--- config.mk ---
export PLATFORM = sky130hd
export DESIGN_NAME = sprio_irq_arbiter
export DESIGN_NICKNAME = d
export VERILOG_FILES = /design/src/rtl/sprio_arb_pkg.sv /design/src/rtl/sprio_mask_gen.sv /design/src/rtl/sprio_qualify.sv /design/src/rtl/sprio_pick.sv /design/src/rtl/sprio_irq_arbiter.sv
export SDC_FILE = /design/constraint.sdc
export NUM_CORES = 1
export LEC_CHECK = 0
export BUFFER_PORTS_ARGS = -buffer_cell sky130_fd_sc_hd__buf_2
export CORE_UTILIZATION = 35
export DETAILED_ROUTE_END_ITERATION = 16
export SYNTH_ARGS = -nofsm -noshare
export SYNTH_HDL_FRONTEND = slang
export SYNTH_SLANG_ARGS = --single-unit
--- constraint.sdc ---
create_clock -name clk -period 2.3 [get_ports clk]
set_clock_uncertainty 0.1 [all_clocks]
set_input_delay 0.575 -clock clk [delete_from_list [all_inputs] [get_ports clk]]
set_output_delay 0.575 -clock clk [all_outputs]
set_load 0.03 [all_outputs]
--- src/rtl/sprio_arb_pkg.sv ---
package sprio_arb_pkg;

   localparam int NCLS = 6;

   // index order is grant priority, lowest index wins
   typedef enum logic [2:0] {
      CLS_NMI  = 3'd0,
      CLS_VNMI = 3'd1,
      CLS_FIQ  = 3'd2,
      CLS_IRQ  = 3'd3,
      CLS_VFIQ = 3'd4,
      CLS_VIRQ = 3'd5
   } cls_e;

   localparam int ID_NONE = 0;
   localparam int ID_IRQ  = 5;
   localparam int ID_FIQ  = 6;
   localparam int ID_VIRQ = 14;
   localparam int ID_VFIQ = 15;
   localparam int ID_NMI  = 26;
   localparam int ID_VNMI = 27;

   function automatic int cls_code(input int k);
      case (k)
         0:       return ID_NMI;
         1:       return ID_VNMI;
         2:       return ID_FIQ;
         3:       return ID_IRQ;
         4:       return ID_VFIQ;
         5:       return ID_VIRQ;
         default: return ID_NONE;
      endcase
   endfunction

   function automatic bit cls_is_nmi(input int k);
      return (k == 0) || (k == 1);
   endfunction

   function automatic bit cls_is_virt(input int k);
      return (k == 1) || (k == 4) || (k == 5);
   endfunction

   function automatic bit cls_uses_f(input int k);
      return (k == 2) || (k == 4);
   endfunction

   function automatic bit cls_uses_i(input int k);
      return (k == 3) || (k == 5);
   endfunction

   typedef struct packed {
      logic       allint;
      logic       sp;
      logic       i;
      logic       f;
      logic       nmi_en;
      logic       spint_en;
      logic       imo;
      logic       fmo;
      logic       tge;
      logic       vi;
      logic       vinmi_en;
   } ctl_t;

endpackage

--- src/rtl/sprio_mask_gen.sv ---
module sprio_mask_gen
   import sprio_arb_pkg::*;
#(
   parameter int LVL_W   = 2,
   parameter bit HAS_NMI = 1'b1
) (
   input  logic [LVL_W-1:0] cur_lvl,
   input  logic [LVL_W-1:0] tgt_lvl,
   input  ctl_t             ctl,
   input  logic             vnmi_line,
   output logic             all_mask,
   output logic             vnmi_lvl
);

   logic same_lvl;
   assign same_lvl = (cur_lvl == tgt_lvl);

   generate
      if (HAS_NMI) begin : g_nmi
         always_comb begin
            all_mask = 1'b0;
            if (ctl.nmi_en && same_lvl)
               all_mask = ctl.allint || (ctl.spint_en && ctl.sp);
         end
         assign vnmi_lvl = vnmi_line || (ctl.vi && ctl.vinmi_en);
      end else begin : g_no_nmi
         assign all_mask = 1'b0;
         assign vnmi_lvl = 1'b0;
      end
   endgenerate

endmodule

--- src/rtl/sprio_qualify.sv ---
module sprio_qualify
   import sprio_arb_pkg::*;
#(
   parameter int LVL_W   = 2,
   parameter bit HAS_NMI = 1'b1
) (
   input  logic [NCLS-1:0]  pend,
   input  logic [LVL_W-1:0] cur_lvl,
   input  logic [LVL_W-1:0] tgt_lvl,
   input  ctl_t             ctl,
   input  logic             all_mask,
   output logic [NCLS-1:0]  ok
);

   logic lvl_ok;
   assign lvl_ok = (tgt_lvl >= cur_lvl);

   generate
      for (genvar k = 0; k < NCLS; k++) begin : g_cls
         logic route_ok;
         logic own_mask;
         if (cls_is_nmi(k) && !HAS_NMI) begin : g_absent
            assign route_ok = 1'b0;
         end else if (k == int'(CLS_VNMI)) begin : g_vnmi
            assign route_ok = (ctl.imo || ctl.fmo) && !ctl.tge;
         end else if (cls_is_virt(k) && cls_uses_f(k)) begin : g_vf
            assign route_ok = ctl.fmo && !ctl.tge;
         end else if (cls_is_virt(k)) begin : g_vi
            assign route_ok = ctl.imo && !ctl.tge;
         end else begin : g_phys
            assign route_ok = 1'b1;
         end

         if (cls_uses_f(k)) begin : g_mf
            assign own_mask = ctl.f;
         end else if (cls_uses_i(k)) begin : g_mi
            assign own_mask = ctl.i;
         end else begin : g_mnone
            assign own_mask = 1'b0;
         end

         assign ok[k] = pend[k] && lvl_ok && route_ok && !own_mask && !all_mask;
      end
   endgenerate

endmodule

--- src/rtl/sprio_pick.sv ---
module sprio_pick
   import sprio_arb_pkg::*;
#(
   parameter int ID_W = 7
) (
   input  logic [NCLS-1:0] ok,
   output logic [NCLS-1:0] grant,
   output logic            take,
   output logic [ID_W-1:0] exc_id
);

   generate
      for (genvar k = 0; k < NCLS; k++) begin : g_pri
         if (k == 0) begin : g_top
            assign grant[k] = ok[k];
         end else begin : g_rest
            assign grant[k] = ok[k] && !(|ok[k-1:0]);
         end
      end
   endgenerate

   always_comb begin
      exc_id = '0;
      for (int k = 0; k < NCLS; k++)
         if (grant[k]) exc_id = exc_id | ID_W'(cls_code(k));
   end

   assign take = |grant;

endmodule

--- src/rtl/sprio_irq_arbiter.sv ---
module sprio_irq_arbiter
   import sprio_arb_pkg::*;
#(
   parameter int LVL_W   = 2,
   parameter int ID_W    = 7,
   parameter bit HAS_NMI = 1'b1
) (
   input  logic             clk,
   input  logic             rst_n,
   input  logic             pend_nmi,
   input  logic             pend_vnmi,
   input  logic             pend_fiq,
   input  logic             pend_irq,
   input  logic             pend_vfiq,
   input  logic             pend_virq,
   input  logic [LVL_W-1:0] cur_lvl,
   input  logic [LVL_W-1:0] tgt_lvl,
   input  logic             ps_i,
   input  logic             ps_f,
   input  logic             ps_allint,
   input  logic             ps_sp,
   input  logic             ctl_nmi_en,
   input  logic             ctl_spint_en,
   input  logic             hv_imo,
   input  logic             hv_fmo,
   input  logic             hv_tge,
   input  logic             hv_vi,
   input  logic             hv_vinmi_en,
   output logic             take,
   output logic [ID_W-1:0]  exc_id
);

   localparam int ID_MAX = ID_VNMI;

   generate
      if (ID_W < $clog2(ID_MAX + 1)) begin : g_bad_id
         $error("sprio_irq_arbiter: ID_W too narrow for exception codes");
      end
      if (LVL_W < 1) begin : g_bad_lvl
         $error("sprio_irq_arbiter: LVL_W must be at least 1");
      end
   endgenerate

   // input capture stage
   logic [NCLS-1:0]  pend_q;
   logic [LVL_W-1:0] cur_q, tgt_q;
   ctl_t             ctl_q;

   always_ff @(posedge clk) begin
      if (!rst_n) begin
         pend_q <= '0;
         cur_q  <= '0;
         tgt_q  <= '0;
         ctl_q  <= '0;
      end else begin
         pend_q[CLS_NMI]  <= pend_nmi;
         pend_q[CLS_VNMI] <= pend_vnmi;
         pend_q[CLS_FIQ]  <= pend_fiq;
         pend_q[CLS_IRQ]  <= pend_irq;
         pend_q[CLS_VFIQ] <= pend_vfiq;
         pend_q[CLS_VIRQ] <= pend_virq;
         cur_q            <= cur_lvl;
         tgt_q            <= tgt_lvl;
         ctl_q            <= '{allint:   ps_allint,    sp:  ps_sp,
                               i:        ps_i,         f:   ps_f,
                               nmi_en:   ctl_nmi_en,   spint_en: ctl_spint_en,
                               imo:      hv_imo,       fmo: hv_fmo,
                               tge:      hv_tge,       vi:  hv_vi,
                               vinmi_en: hv_vinmi_en};
      end
   end

   logic            all_mask, vnmi_lvl;
   logic [NCLS-1:0] pend_eff, ok, grant;

   sprio_mask_gen #(.LVL_W(LVL_W), .HAS_NMI(HAS_NMI)) u_mask (
      .cur_lvl   (cur_q),
      .tgt_lvl   (tgt_q),
      .ctl       (ctl_q),
      .vnmi_line (pend_q[CLS_VNMI]),
      .all_mask  (all_mask),
      .vnmi_lvl  (vnmi_lvl)
   );

   always_comb begin
      pend_eff           = pend_q;
      pend_eff[CLS_VNMI] = vnmi_lvl;
   end

   sprio_qualify #(.LVL_W(LVL_W), .HAS_NMI(HAS_NMI)) u_qual (
      .pend     (pend_eff),
      .cur_lvl  (cur_q),
      .tgt_lvl  (tgt_q),
      .ctl      (ctl_q),
      .all_mask (all_mask),
      .ok       (ok)
   );

   sprio_pick #(.ID_W(ID_W)) u_pick (
      .ok     (ok),
      .grant  (grant),
      .take   (take),
      .exc_id (exc_id)
   );

   // checks next to the decision path
   p_onehot_grant_r10: assert property (@(posedge clk) disable iff (!rst_n)
      $onehot0(grant));

   p_idle_zero_r12: assert property (@(posedge clk) disable iff (!rst_n)
      !take |-> (exc_id == '0));

   p_level_r11: assert property (@(posedge clk) disable iff (!rst_n)
      take |-> (tgt_q >= cur_q));

   p_global_mask_r5: assert property (@(posedge clk) disable iff (!rst_n)
      take |-> !all_mask);

   p_irq_mask_r6: assert property (@(posedge clk) disable iff (!rst_n)
      (take && exc_id == ID_W'(ID_IRQ)) |-> !ctl_q.i);

   p_vnmi_route_r7: assert property (@(posedge clk) disable iff (!rst_n)
      (take && exc_id == ID_W'(ID_VNMI)) |-> (!ctl_q.tge && (ctl_q.imo || ctl_q.fmo)));

   p_virt_route_r8: assert property (@(posedge clk) disable iff (!rst_n)
      (take && exc_id == ID_W'(ID_VIRQ)) |-> (ctl_q.imo && !ctl_q.tge));

   p_nmi_first_r10: assert property (@(posedge clk) disable iff (!rst_n)
      (take && exc_id != ID_W'(ID_NMI)) |-> !ok[CLS_NMI]);

   p_no_feature_r13: assert property (@(posedge clk) disable iff (!rst_n)
      !HAS_NMI |-> (exc_id != ID_W'(ID_NMI) && exc_id != ID_W'(ID_VNMI)));

endmodule

==> flow_summary.toml <==
[run_status]
status = "finished, final reports clean"

[route]
dr_total_vias = 578
vias_per_cell = 4.38
drt_iter0_drc = 1
drtPass1Iterations = 2
drt_wl_total_mm = 1.28
final_antenna_net_count = 0
wire_per_inst_um = 9.69
drc_errors = 0

[grt]
grt_max_degree = 22
grt.total_usage_pct = 11.5
grt_pass1_vias = 559
grt_antenna_before_repair = 0
overflow = 0
grt_pass1_wl_mm = 2.20

[placed_design]
gp_congestion = 0.689
place_inst = 129
port_buffers = 28

[synth]
synth-seq-cells = 21
synth_edf_count = 0
syn_inst = 76
yosysSeqAreaShare_pct = 52.3
yosys_most_used_dff = "dfxtp_1"
synth_area_leaders = "dfxtp_1, and2_1, ha_1"
ys_async_sr_fraction_pct = 0
synth_largest_area_cell = "dfxtp_1"
synth_top_area_share_pct = 52.3
syn_area_per_cell_um2 = 10.6
netlist_area_um2 = 803
synth_common_cells = "and2_1, dfxtp_1, a21oi_1, inv_1"
yosysWarnings = 0
synthDistinctLibCells = 26

[sta]
setup_violations = 0
maxSlewViolCount = 0
whs_ns = 0.382
fin_crit_ns = 2.30
rsz0062_at_grt = "yes"
finalSetupTns_ns = 0
fin_crit_sh_pct = 99.9
final-hold-violation-count = 0
fmax_ghz = 0.435

[floorplan]
die_h_um = 49.9
row_count = 16
start_util_pct = 39.0
coreArea_um2 = 2060
die_x_um = 49.9
die_area_um2 = 2490
ios = 31

[finish]
drive_gt1_share_pct = 50.5
areaGrowthSynthToFinish_pct = 39.1
n_fill_cell = 198
num_antenna_cells = 0
finalNonFillerCells = 132
nNetsFinal = 131

[critical_path]
cp_slowest_cell = "and4bb_4"
crit_chain = "and4bb_4 -> o21ai_2 -> a2111oi_4 -> buf_4"
cpPeakStageDelay_ns = 0.37
critPathBufInv = 1
critPathKind = "reg -> out"
critical_path.max_fanout = 4
cpLargestDelayFamily = "compound AO/OA/AOI/OAI gates"
required_ns = 1.62
cp.arrival_ns = 1.62
critPathLaunchType = "register"
crit_path_end_kind = "output pin"

[hold_path]
hold_path.class = "in -> reg"

[cts]
clk_transition_reported_paths_ns = 0.10
h-tree-depth = 1
post_cts.repair.setup_buffers = 0
root_buffer = "clkbuf_4"
cts.sinks = 21
clock_path_buffers = 2
cts_tree = "done"
numCtsBuffers = 3

[flow_run]
maxCapViolations = 0

[power_and_ir_drop]
p_leak_nw = 0.473
power-per-cell-area_nw_per_um2 = 624
ir_drop_uv = 324
logic make-up (layout without fill, tap and decap cells):
group / count (synthesis) / after routing / share of synthesized area [%]
compound gates: 11 / 11 / 10.4
fa+ha+maj: 2 / 2 / 3.11
flops: 21 / 21 / 52.3
other cells: 1 / 2 / 0.467
simple gates: 34 / 34 / 29.4
buf+inv: 7 / 35 / 4.21
state kept, by name, summed over array words and instances, names as in the netlist:
register  flops
ctl_q        11
cur_q         2
pend_q        6
tgt_q         2
report_power, final:
part / total, mW / switching [mW] / internal (mW)
logic: 0.147 / 0.0750 / 0.0716
registers: 0.393 / 0.00897 / 0.384
clock network: 0.158 / 0.0905 / 0.0672
total: 0.697 / 0.174 / 0.523
timing repair:
action | in CTS | in global routing
setup endpoints to repair | 6 | 6
gates resized for setup | 10 | 16
pin swaps | 2 | 3
hold buffers | 0 | 0
metrics by stage:
step	power [mW]	cell area, um^2	setup WS (ns)	utilization (%)
6_report	0.697	1120	0.00204	54.2
5_1_grt	0.744	1120	-0.0840	54.2
4_1_cts	0.686	1050	-0.00703	50.7
3_5_place_dp	0.515	978	0.241	47.5
3_3_place_gp	0.513	978	0.287	47.5
2_1_floorplan	0.479	820	0.0344	-
per-layer routing:
metal | global-route usage, % | wire (um) | vias up | part of all wire (%)
li1 | - | - | 309 | -
met3 | 2.78 | 63 | 0 | 4.9
met2 | 20.0 | 637 | 19 | 50
met4 | 4.29 | 0 | 0 | 0
met5 | 0 | 0 | - | 0
met1 | 13.5 | 578 | 250 | 45
path summary, 6_finish.rpt:
path	start	endpoint	slack, ns	cells past startpoint
setup / recovery	ctl_q[7]$_SDFF_PN0_	exc_id[0]	0.002	4
hold / removal	pend_vnmi	pend_q[1]$_SDFF_PN0_	0.38	2
placed cells by master, fill, tap and decap left out, drive strengths merged:
master   count
conb         2
nor4b        2
nor3         1
a21oi        3
o211ai       1
buf         28
ha           2
a211oi       2
nand3        1
dfxtp       21
a311oi       1
or3          1
o31a         1
clkbuf       4
nor2         2
o21ai        2
and2b        1
and2        21
inv          3
and4bb       2
nand2b       3
a2111oi      1
area by class of cell:
cell class / count / area [um^2] / area share [%]
clock buffer: 4 / 26.3 / 2.35
inverter: 3 / 11.3 / 1.01
multi-input combinational: 49 / 465 / 41.7
sequential: 21 / 425 / 38.1
tap: 27 / 33.8 / 3.02
timing repair buffer: 28 / 155 / 13.9
(Power assumes the default switching activity.)
